===== src/rtl/sio_reg_pkg.sv =====
package sio_reg_pkg;

  // Line status bit positions; a driver decodes these, so they are fixed.
  localparam int unsigned LSR_READY_BIT   = 0;
  localparam int unsigned LSR_OVERRUN_BIT = 1;
  localparam int unsigned LSR_THRE_BIT    = 5;

  // Strobes from control to datapath.
  typedef struct packed {
    logic loadThr;  // capture write byte into transmit holding register
    logic loadRbr;  // capture received byte into receive buffer
    logic selRbr;   // present receive buffer on read data
    logic selLsr;   // present line status on read data
  } sioStrobes_t;

endpackage


===== src/rtl/sio_reg_ctrl.sv =====
module sio_reg_ctrl
  import sio_reg_pkg::*;
#(
  parameter int unsigned ADDR_W  = 3,
  parameter int unsigned DATA_OFS = 0,
  parameter int unsigned STAT_OFS = 5
) (
  input  logic              clk,
  input  logic              rstN,
  input  logic              cpuSel,
  input  logic              cpuWr,
  input  logic [ADDR_W-1:0] cpuAddr,
  input  logic              txReady,
  input  logic              rxValid,
  output sioStrobes_t       strobes,
  output logic              thrEmpty,
  output logic              dataReady,
  output logic              overrun
);

  localparam logic [ADDR_W-1:0] DataAddr = ADDR_W'(DATA_OFS);
  localparam logic [ADDR_W-1:0] StatAddr = ADDR_W'(STAT_OFS);

  logic rdData, wrData, rdStat;
  logic consume, txFire, overrunEvent;

  always_comb begin
    rdData       = cpuSel && !cpuWr && (cpuAddr == DataAddr);
    wrData       = cpuSel &&  cpuWr && (cpuAddr == DataAddr);
    rdStat       = cpuSel && !cpuWr && (cpuAddr == StatAddr);
    consume      = rdData && dataReady;
    txFire       = !thrEmpty && txReady;
    overrunEvent = rxValid && dataReady && !consume;

    strobes.loadThr = wrData && thrEmpty;
    strobes.loadRbr = rxValid;
    strobes.selRbr  = rdData;
    strobes.selLsr  = rdStat;
  end

  always_ff @(posedge clk or negedge rstN) begin
    if (!rstN) begin
      thrEmpty  <= 1'b1;
      dataReady <= 1'b0;
      overrun   <= 1'b0;
    end else begin
      if (strobes.loadThr)  thrEmpty <= 1'b0;
      else if (txFire)      thrEmpty <= 1'b1;

      if (rxValid)          dataReady <= 1'b1;
      else if (consume)     dataReady <= 1'b0;

      if (overrunEvent)     overrun <= 1'b1;
      else if (rdStat)      overrun <= 1'b0;
    end
  end

  assert_thre_after_accept_R4: assert property (@(posedge clk) disable iff (!rstN)
    (!thrEmpty && txReady) |=> thrEmpty);

  assert_read_clears_ready_R6: assert property (@(posedge clk) disable iff (!rstN)
    (rdData && dataReady && !rxValid) |=> !dataReady);

  assert_overrun_sets_R7: assert property (@(posedge clk) disable iff (!rstN)
    (rxValid && dataReady && !rdData) |=> overrun);

  assert_stat_read_clears_R8: assert property (@(posedge clk) disable iff (!rstN)
    (rdStat && !(rxValid && dataReady && !rdData)) |=> !overrun);

  assert_overlap_no_overrun_R9: assert property (@(posedge clk) disable iff (!rstN)
    (rdData && dataReady && rxValid && !overrun && !rdStat) |=> (dataReady && !overrun));

endmodule


===== src/rtl/sio_reg_datapath.sv =====
module sio_reg_datapath
  import sio_reg_pkg::*;
#(
  parameter int unsigned DATA_W = 8
) (
  input  logic              clk,
  input  logic              rstN,
  input  sioStrobes_t       strobes,
  input  logic [DATA_W-1:0] cpuWdata,
  input  logic [DATA_W-1:0] rxData,
  input  logic              thrEmpty,
  input  logic              dataReady,
  input  logic              overrun,
  output logic [DATA_W-1:0] cpuRdata,
  output logic [DATA_W-1:0] txData
);

  logic [DATA_W-1:0] thrReg, rbrReg, lsrWord;

  always_ff @(posedge clk or negedge rstN) begin
    if (!rstN) begin
      thrReg <= '0;
      rbrReg <= '0;
    end else begin
      if (strobes.loadThr) thrReg <= cpuWdata;
      if (strobes.loadRbr) rbrReg <= rxData;
    end
  end

  always_comb begin
    lsrWord                  = '0;
    lsrWord[LSR_READY_BIT]   = dataReady;
    lsrWord[LSR_OVERRUN_BIT] = overrun;
    lsrWord[LSR_THRE_BIT]    = thrEmpty;

    if (strobes.selRbr)      cpuRdata = rbrReg;
    else if (strobes.selLsr) cpuRdata = lsrWord;
    else                     cpuRdata = '0;
  end

  assign txData = thrReg;

  assert_held_byte_kept_R3: assert property (@(posedge clk) disable iff (!rstN)
    !thrEmpty |=> $stable(txData));

  assert_rx_captured_R5: assert property (@(posedge clk) disable iff (!rstN)
    strobes.loadRbr |=> (rbrReg == $past(rxData)));

endmodule


===== src/rtl/sio_reg_frontend.sv =====
module sio_reg_frontend
  import sio_reg_pkg::*;
#(
  parameter int unsigned DATA_W   = 8,
  parameter int unsigned ADDR_W   = 3,
  parameter int unsigned DATA_OFS = 0,
  parameter int unsigned STAT_OFS = 5
) (
  input  logic              clk,
  input  logic              rstN,
  input  logic              cpuSel,
  input  logic              cpuWr,
  input  logic [ADDR_W-1:0] cpuAddr,
  input  logic [DATA_W-1:0] cpuWdata,
  output logic [DATA_W-1:0] cpuRdata,
  output logic              txValid,
  input  logic              txReady,
  output logic [DATA_W-1:0] txData,
  input  logic              rxValid,
  input  logic [DATA_W-1:0] rxData
);

  sioStrobes_t strobes;
  logic thrEmpty, dataReady, overrun;

  sio_reg_ctrl #(.ADDR_W(ADDR_W), .DATA_OFS(DATA_OFS), .STAT_OFS(STAT_OFS)) uCtrl (
    .clk(clk), .rstN(rstN), .cpuSel(cpuSel), .cpuWr(cpuWr), .cpuAddr(cpuAddr),
    .txReady(txReady), .rxValid(rxValid), .strobes(strobes),
    .thrEmpty(thrEmpty), .dataReady(dataReady), .overrun(overrun)
  );

  sio_reg_datapath #(.DATA_W(DATA_W)) uData (
    .clk(clk), .rstN(rstN), .strobes(strobes), .cpuWdata(cpuWdata), .rxData(rxData),
    .thrEmpty(thrEmpty), .dataReady(dataReady), .overrun(overrun),
    .cpuRdata(cpuRdata), .txData(txData)
  );

  assign txValid = !thrEmpty;

  logic dataWrite, otherAccess;
  assign dataWrite   = cpuSel && cpuWr && (cpuAddr == ADDR_W'(DATA_OFS));
  assign otherAccess = cpuSel && (cpuAddr != ADDR_W'(DATA_OFS)) && (cpuAddr != ADDR_W'(STAT_OFS));

  assert_write_hands_over_R2: assert property (@(posedge clk) disable iff (!rstN)
    (dataWrite && !txValid) |=> (txValid && txData == $past(cpuWdata)));

  assert_tx_held_R4: assert property (@(posedge clk) disable iff (!rstN)
    (txValid && !txReady) |=> (txValid && $stable(txData)));

  assert_unused_read_zero_R10: assert property (@(posedge clk) disable iff (!rstN)
    (otherAccess && !cpuWr) |-> (cpuRdata == '0));

  assert_idle_read_zero_R11: assert property (@(posedge clk) disable iff (!rstN)
    (!cpuSel || cpuWr) |-> (cpuRdata == '0));

endmodule


===== config.mk =====
export PLATFORM = sky130hd
export DESIGN_NAME = sio_reg_frontend
export DESIGN_NICKNAME = d
export VERILOG_FILES = /design/src/rtl/sio_reg_pkg.sv /design/src/rtl/sio_reg_ctrl.sv /design/src/rtl/sio_reg_datapath.sv /design/src/rtl/sio_reg_frontend.sv
export SDC_FILE = /design/constraint.sdc
export NUM_CORES = 1
export LEC_CHECK = 0
export BUFFER_PORTS_ARGS = -buffer_cell sky130_fd_sc_hd__buf_2
export CAP_MARGIN = 20
export CORE_ASPECT_RATIO = 1.2
export CORE_MARGIN = 2
export CORE_UTILIZATION = 39
export CTS_CLUSTER_SIZE = 30
export DETAILED_ROUTE_END_ITERATION = 6
export PLACE_DENSITY = 0.79
export SYNTH_ARGS = -nofsm -noshare
export SYNTH_HDL_FRONTEND = slang
export SYNTH_SLANG_ARGS = --single-unit

===== constraint.sdc =====
create_clock -name clk -period 1.3 [get_ports clk]
set_clock_uncertainty 0.15 [all_clocks]
set_input_delay 0.13 -clock clk [delete_from_list [all_inputs] [get_ports clk]]
set_output_delay 0.13 -clock clk [all_outputs]
set_load 0.03 [all_outputs]

# After elaboration in Yosys (flattened, before gate mapping)

Cells that the tools add are included.
Widths: inputs -> output; s select.

Register bits after elaboration: 19
Logic and storage cells: 31
RAM bits: 0
Output and inout bits: 17
Bits in read-only memories: 0
Latch bits: 0
Memories: 0

Magnitude comparators: 0
Shift-type cells: 0
Add/subtract/negate cells: 0
Reductions and logical operators: 17
Bitwise logic cells: 0
Multiplexer cells: 8
Divide/modulo/power cells: 0
Multipliers: 0
Equality and inequality tests: 1

Operators with widths:

| kind               | count |
|---|---|
| $logic_and 1x1->1  | 10 |
| $mux 8             | 1 |
| $mux 1             | 6 |
| $mux 6             | 1 |
| $reduce_bool 2->1  | 3 |
| $eq 3x3->1 const B | 1 |
| $logic_not 1->1    | 3 |
| $logic_not 3->1    | 1 |

# Depth between registers and ports, before layout

Gate-level depths: netlist of the first run.

Word-level depth: 7
Mapped depth: 3
Gate-level depth less buffers: 3

# Cells and area by module

A second synthesis of the first run with hierarchy kept.

Cells, all modules: 64
Area total of the unflattened synthesis: 918.4 um^2

By module, submodules not included:

| module           | times used | area each (um^2) | cells an instance | seq. area each (um^2) |
|---|---|---|---|---|
| sio_reg_datapath | 1          | 732.0            | 43                | 400.4 |
| sio_reg_ctrl     | 1          | 182.7            | 20                | 76.3 |
| sio_reg_frontend | 1          | 3.8              | 1                 | 0.0 |

# Worst setup path after synthesis of the first run

No wires, ideal clock.

Kind: input to output
From: input port cpuAddr[1]
To: output port cpuRdata[0]
Data required time: 1.020 ns
Slack: -0.044 ns
Data arrival time: 1.064 ns
Stages on the path: 3
Path buffers: 0
Path through: nor3b_1 -> nor3b_2 -> a22o_1

Word-level cells in the longest chain between the ends: 4
Elaborated cells between the ends (all ways): 6
Classes of those cells: eq/ne: 1; mux: 2; reduce/logical: 3

RTL lines:

| what              | RTL line               | RTL |
|---|---|---|
| from (decl)       | sio_reg_frontend.sv:13 | `input logic [ADDR_W-1:0] cpuAddr,` |
| $eq 3x3->1        | sio_reg_ctrl.sv:30     | `rdStat = cpuSel && !cpuWr && (cpuAddr == StatAddr);` |
| $logic_and 1x1->1 | sio_reg_ctrl.sv:30     |  |
| $mux 6            | sio_reg_datapath.sv:37 | `else if (strobes.selLsr) cpuRdata = lsrWord;` |
| $mux 8 *          | sio_reg_datapath.sv:36 | `if (strobes.selRbr) cpuRdata = rbrReg;` |
| to (decl)         | sio_reg_frontend.sv:15 | `output logic [DATA_W-1:0] cpuRdata,` |

Mark *: on every way between the ends. The rest lies on a longest branch, timed or not.

# Worst setup path in the final report of the first run

From: register uCtrl.thrEmpty
To: output port cpuRdata[5]

Word-level cells in the longest chain between the ends: 2

RTL lines:

| what                   | RTL line               | RTL |
|---|---|---|
| from (decl)            | sio_reg_ctrl.sv:16     | `output logic thrEmpty,` |
| from (signal assigned) | sio_reg_ctrl.sv:43     | `thrEmpty <= 1'b1;` |
| from (signal assigned) | sio_reg_ctrl.sv:47     | `if (strobes.loadThr) thrEmpty <= 1'b0;` |
| from (signal assigned) | sio_reg_ctrl.sv:48     | `else if (txFire) thrEmpty <= 1'b1;` |
| $mux 6                 | sio_reg_datapath.sv:37 |  |
| $mux 8                 | sio_reg_datapath.sv:36 |  |

Every way passes these cells.

==> impl_metrics.toml, run 1 <==
[run_status]
outcome = "complete, but fails checks"
violations = "setup timing"

[logic_synthesis]
ys_seq_area_share_pct = 59.1
synth_fp_nets = 81
syn_avg_cell_area_um2 = 14.4
synth_area_leaders = "dfrtp_1 (56%), mux2_2 (22%), and2_1 (3.9%)"
synth_area_leader_cell = "dfrtp_1"
synth_area_um2 = 807
synthCells = 56
synth_top_area_share_pct = 55.8
ys_types = 16
synth_seq_cells = 19
ys.warnings.count = 0

[grt]
gr-total-overflow = 0
antenna_found_initial = 0
grt_pass1_wl_um = 3670
first_global_vias = 812
grt_max_degree = 20
track_usage_pct = 21.5

[critical_path]
cp_cell_sequence = "buf_6 -> a22o_4 -> buf_6"
end_kind = "output pin"
path_depth = 3
worst-path-max-fanout = 3
critical_path.endpoint = "cpuRdata[5]"
cp_common_cell = "buf_6"
r2r-start = "uCtrl.thrEmpty"
r2r_end = "uData.txData[5]"
reg2regPathDepth = 4
critPathLaunch = "uCtrl.thrEmpty"
path_buf_inv = 2
r2r_slack_ns = -0.14
critPathArrivalTime_ns = 1.19
crit_family = "flip-flops"
critPathRequiredTime_ns = 1.02
critical-path-max-stage-delay_ns = 0.56
critPathLaunchType = "flop"
slowest_stage = "dfstp_2"
worstSetupPathType = "flop to output pin"

[power]
p_leak_uw = 0.000757
total_power_uw = 1510
ir_worst_vdd_mv = 0.979
cellPowerDensity_mw_per_mm2 = 1010

[cts]
cts_tree = "yes"
clk_latency_ns = 0.30
cts_buffer_depth = 2
cts.sinks = 19
cts.clk_slew.worst_paths_ns = 0.11
cts_inserted_buffers = 3
h-tree-depth = 1
cts_root_buf = "clkbuf_4"

[timing]
max_slew_margin_pct = 58.1
rsz0062_at_grt = "yes"
timing.fmax_mhz = 679
fin_crit_ns = 1.47
worst_slew_pin_slew_ns = 0.627
finalHoldViolCount = 0
drv_slew = 0
finalCritPeriodShare_pct = 113
setup_violations = 17
fin_ws_ns = -0.174

[floorplan]
core_mm2 = 0.00200
die_h_um = 53.8
rows = 18
pin_count = 42
start_util_pct = 40.3
die-width_um = 45.5
die_area_mm2 = 0.00245

[min_path]
holdPathStages = 3
hold_class = "input port to flop"

[final_layout]
n_antenna_cell = 0
design_area_mm2 = 0.00150
num-nets-final = 157
synthToLayoutAreaGrowth_pct = 86.4
fillers = 138
drive_gt1_share_pct = 67.2

[run]
maxCapViolations = 0

[routing]
drt-vias-per-instance = 4.98
wl_um = 2320
firstDrtPassIters = 4
avgRoutedWirePerCell_um = 15.4
ant_nets = 0
drt_drc_violations_left = 0
drt-initial-drc-count = 5
route.vias.total = 752

[placement]
portBuffers = 41
place_congestion = 0.712
postPlaceCellArea_mm2 = 0.00108
[layout by cell type, fill, tap and decap left out]
cell,Yosys,routed
a22o_4,0,3
and2_4,0,5
and3_2,1,1
buf_2,0,30
buf_4,0,8
buf_6,0,14
buf_8,0,1
clkbuf_4,0,3
clkinv_2,0,1
dfrtp_1,18,18
dfstp_2,1,1
dlygate4sd3_1,0,18
inv_1,3,3
mux2_2,16,15
mux2_4,0,1
nand2_1,1,1
nand3_4,0,2
nor3b_4,0,2
nor4b_2,1,1
o21a_1,1,1
o21bai_1,1,1
o22ai_1,1,1
[report_power, final]
part | leakage, uW | total [uW] | switching [uW] | internal [uW]
Combinational | 0.000519 | 475 | 251 | 225
Sequential | 0.000220 | 729 | 48.7 | 680
Clock | 0.0000177 | 310 | 195 | 115
[routing by layer]
layer	part of all wire [%]	up-vias	global-route usage, %
li1	-	351	-
met1	36	369	22.0
met2	58	30	42.3
met3	5.4	2	4.70
met4	0.60	0	5.88
met5	0	-	0
[worst reg2reg max path, stage by stage (launching register included)]
cell	delay [ns]
dfstp_2	0.56
buf_4	0.11
buf_6	0.10
nand3_4	0.10
mux2_4	0.33
[synthesized netlist by cell type]
cell      instances
o21bai_1          1
nor3b_1           1
dfrtp_1          18
mux2_2           16
nor4b_2           1
inv_1             3
nor3b_2           1
o21a_1            1
nand2_1           1
nand3_2           1
dfstp_2           1
o22ai_1           1
and3_2            1
clkbuf_1          1
a22o_1            3
and2_1            5
[area by class of cell]
cell class	instances	area, um^2	area share, %
Clock buffer	3	22.5	1.50
Inverter	3	11.3	0.749
Clock inverter	1	5.00	0.333
Sequential cell	19	477	31.7
Timing Repair Buffer	71	563	37.4
Multi-Input combinational cell	34	400	26.6
Tap cell	20	25.0	1.66
[through the flow]
step	util [%]	setup slack [ns]	TNS (ns)	hold WS (ns)	instances
finish	75.0	-0.174	-1.49	0.0415	151
global route	75.0	-0.198	-2.08	0.0591	151
CTS	73.3	-0.164	-1.55	0.0361	150
detailed placement	53.9	-0.153	-2.24	-0.0651	121
global placement	53.9	-0.100	-1.52	-0.0720	121
floorplan	-	0.0282	0	-0.316	56
[logic make-up (layout without fill, tap and decap cells)]
logic type / after synthesis / after routing / share of synthesized area (%)
mux: 16 / 16 / 22.3
simple gates: 11 / 12 / 10.9
compound gates: 6 / 6 / 5.89
flops: 19 / 19 / 59.1
buf+inv: 4 / 78 / 1.86
[worst min-delay path by stage]
stage	start	endpoint	slack [ns]
after floorplan	rstN	uCtrl.dataReady	-0.32
after global placement	rstN	uData.txData[2]	-0.07
after detailed placement	rstN	uData.txData[7]	-0.07
after CTS	rxValid	uCtrl.overrun	0.04
after global routing	rxValid	uCtrl.overrun	0.06
final	rxValid	uCtrl.overrun	0.04
[flip-flops by register name, summed over array words and instances, names as in the netlist]
register / cells
uCtrl.dataReady: 1
uCtrl.overrun: 1
uData.txData: 8
uCtrl.thrEmpty: 1
uData.rbrReg: 8
[repair_timing]
item                                   CTS  global route
endpoints found under the hold margin   36             0
setup buffers                            5             2
gates resized for setup                 35             7
cloned                                   2             0
pin swaps                                7             0
hold buffers                            18             0
setup endpoints to repair               17            17
Power figures use the tool's default switching activity.
==> inputs of run 2 (changes only) <==
BUFFER_PORTS_ARGS = not set   (was -buffer_cell sky130_fd_sc_hd__buf_2)
CORE_UTILIZATION = 45   (was 39)
DONT_BUFFER_PORTS = 1   (was not set)
PLACE_DENSITY = 0.68   (was 0.79)
==> run 2 against run 1 <==
  * The run still ends with setup timing left
  * Register-to-register slack better by 0.10 ns
  * Clock power down 8.7%
  * Core utilization down 5.0 points
  * Global-route usage down 6.4 points
  * Worst setup slack better by 0.10 ns
  * Hold slack worse by 0.017 ns
  * Flip-flop and latch count unchanged
  * Via count down 26%
  * Design area down 23%
  * Combinational power down 14%
  * Clock-buffer cell count unchanged
==> impl_metrics.toml, run 2 (synthesis gave the netlist of run 1 again) <==
[grt]
antenna_found_initial = 0
grt_max_degree = 20
track_usage_pct = 15.2
first_global_vias = 599
gr-total-overflow = 0
grt_pass1_wl_um = 2450

[final_layout]
drive_gt1_share_pct = 50.0
design_area_mm2 = 0.00116
layout_common_cells = "dlygate4sd3_1 (18), dfrtp_1 (18), mux2_2 (16)"
synthToLayoutAreaGrowth_pct = 44.2
n_antenna_cell = 0
num-nets-final = 114
stdcell_count = 106
fin_util_pct = 70.0

[power]
cellPowerDensity_mw_per_mm2 = 1220
total_power_uw = 1420
ir_worst_vdd_mv = 0.808
p_leak_uw = 0.000552

[timing]
timing.fmax_mhz = 729
max_slew_margin_pct = 45.2
fin_ws_ns = -0.0722
fin_crit_ns = 1.37
hold-worst-slack_ns = 0.0241
drv_slew = 0
worst_slew_pin_slew_ns = 0.819
finalHoldViolCount = 0
finalCritPeriodShare_pct = 106
rsz0062_at_grt = "yes"
setup_violations = 10

[placement]
postPlaceCellArea_um2 = 911
dp.cells = 83
portBuffers = 0
place_congestion = 0.618

[routing]
route.vias.total = 554
drt-initial-drc-count = 2
avgRoutedWirePerCell_um = 14.3
ant_nets = 0
wl_um = 1520
firstDrtPassIters = 2
drt-vias-per-instance = 5.23
drt_drc_violations_left = 0

[critical_path]
path_buf_inv = 1
worst-path-max-fanout = 3
end_kind = "output pin"
crit_family = "flip-flops"
critical-path-max-stage-delay_ns = 0.56
critPathArrivalTime_ns = 1.09
worstSetupPathType = "flop to output pin"
critPathRequiredTime_ns = 1.02
slowest_stage = "dfstp_2"
critPathLaunchType = "flop"
cp_cell_sequence = "buf_6 -> a22o_4"

[cts]
cts_inserted_buffers = 3
cts_root_buf = "clkbuf_4"
h-tree-depth = 1
clk_latency_ns = 0.28
cts.clk_slew.worst_paths_ns = 0.11
cts_buffer_depth = 2
cts.sinks = 19
cts_setup_buffers = 0
cts_tree = "yes"

[floorplan]
die-width_um = 42.7
rows = 16
die_area_mm2 = 0.00215
start_util_pct = 48.6
core_mm2 = 0.00166
die_h_um = 50.4
pin_count = 42

[run_status]
violations = "setup timing"
outcome = "complete, but fails checks"

[min_path]
hold_class = "input port to flop"

[run]
maxCapViolations = 0
run 2: changes by cell type in the layout (fill, tap and decap cells not counted):
cell and delta:
and2_2 +4, nor3b_4 -2, mux2_2 +1, dlymetal6s4s_1 +1, nand3_4 -2, nand3_2 +1
buf_8 -1, mux2_4 -1, buf_6 -13, and2_4 -4, nor3b_2 +2, buf_2 -30
buf_4 +1
run 2: final timing paths:
kind / startpoint / endpoint / slack, ns / cells after the start
max: uCtrl.thrEmpty / cpuRdata[5] / -0.07 / 2
min: cpuAddr[0] / uCtrl.overrun / 0.02 / 3
max reg2reg: uCtrl.thrEmpty / uData.txData[4] / -0.04 / 2
min reg2reg: uData.rbrReg[7] / uData.rbrReg[7] / 0.36 / 1
max in group asynchronous: rstN / uData.txData[4] / 0.27 / 1
min in group asynchronous: rstN / uData.rbrReg[6] / 0.22 / 1
run 2: power by group:
part           switching [uW]  total (uW)  internal, uW
logic                     213         410           197
registers                45.7         726           680
clock network             169         283           114
run 2: metrics by stage:
step	TNS, ns	setup WS [ns]
6_report	-0.360	-0.0722
5_1_grt	-0.852	-0.112
4_1_cts	-0.572	-0.0931
3_5_place_dp	-0.231	-0.0424
3_3_place_gp	0	0.000464
2_1_floorplan	0	0.0282
run 2: final cells by class:
type                    count  area (um^2)
clock buffers               3         22.5
clock inverters             1         5.00
fillers                   132          498
inverters                   3         11.3
multi-input cells          33          354
flip-flops and latches     19          477
well taps                  18         22.5
repair buffers             29          272
run 2: routing by layer:
| layer | vias to the layer above | share of wire (%) | GRT usage [%] |
|---|---|---|---|
| li1 | 263 | - | - |
| met1 | 269 | 37 | 16.7 |
| met5 | - | 0 | 0 |
| met3 | 2 | 5.4 | 2.88 |
| met2 | 20 | 57 | 27.8 |
| met4 | 0 | 1.1 | 6.25 |
run 2: timing repair:
action / in CTS / in global routing
hold buffers: 19 / 0
setup endpoints to repair: 10 / 22
gates resized for setup: 2 / 5
hold endpoints to repair: 38 / 0
pin swaps: 1 / 0
run 2: worst min-delay path, delay by kind of cell:
kind	cells	cell delay [ns]
and+or+nand+nor	1	0.02
buffers and inverters	1	0.16
AOI/OAI and AO/OA	1	0.11
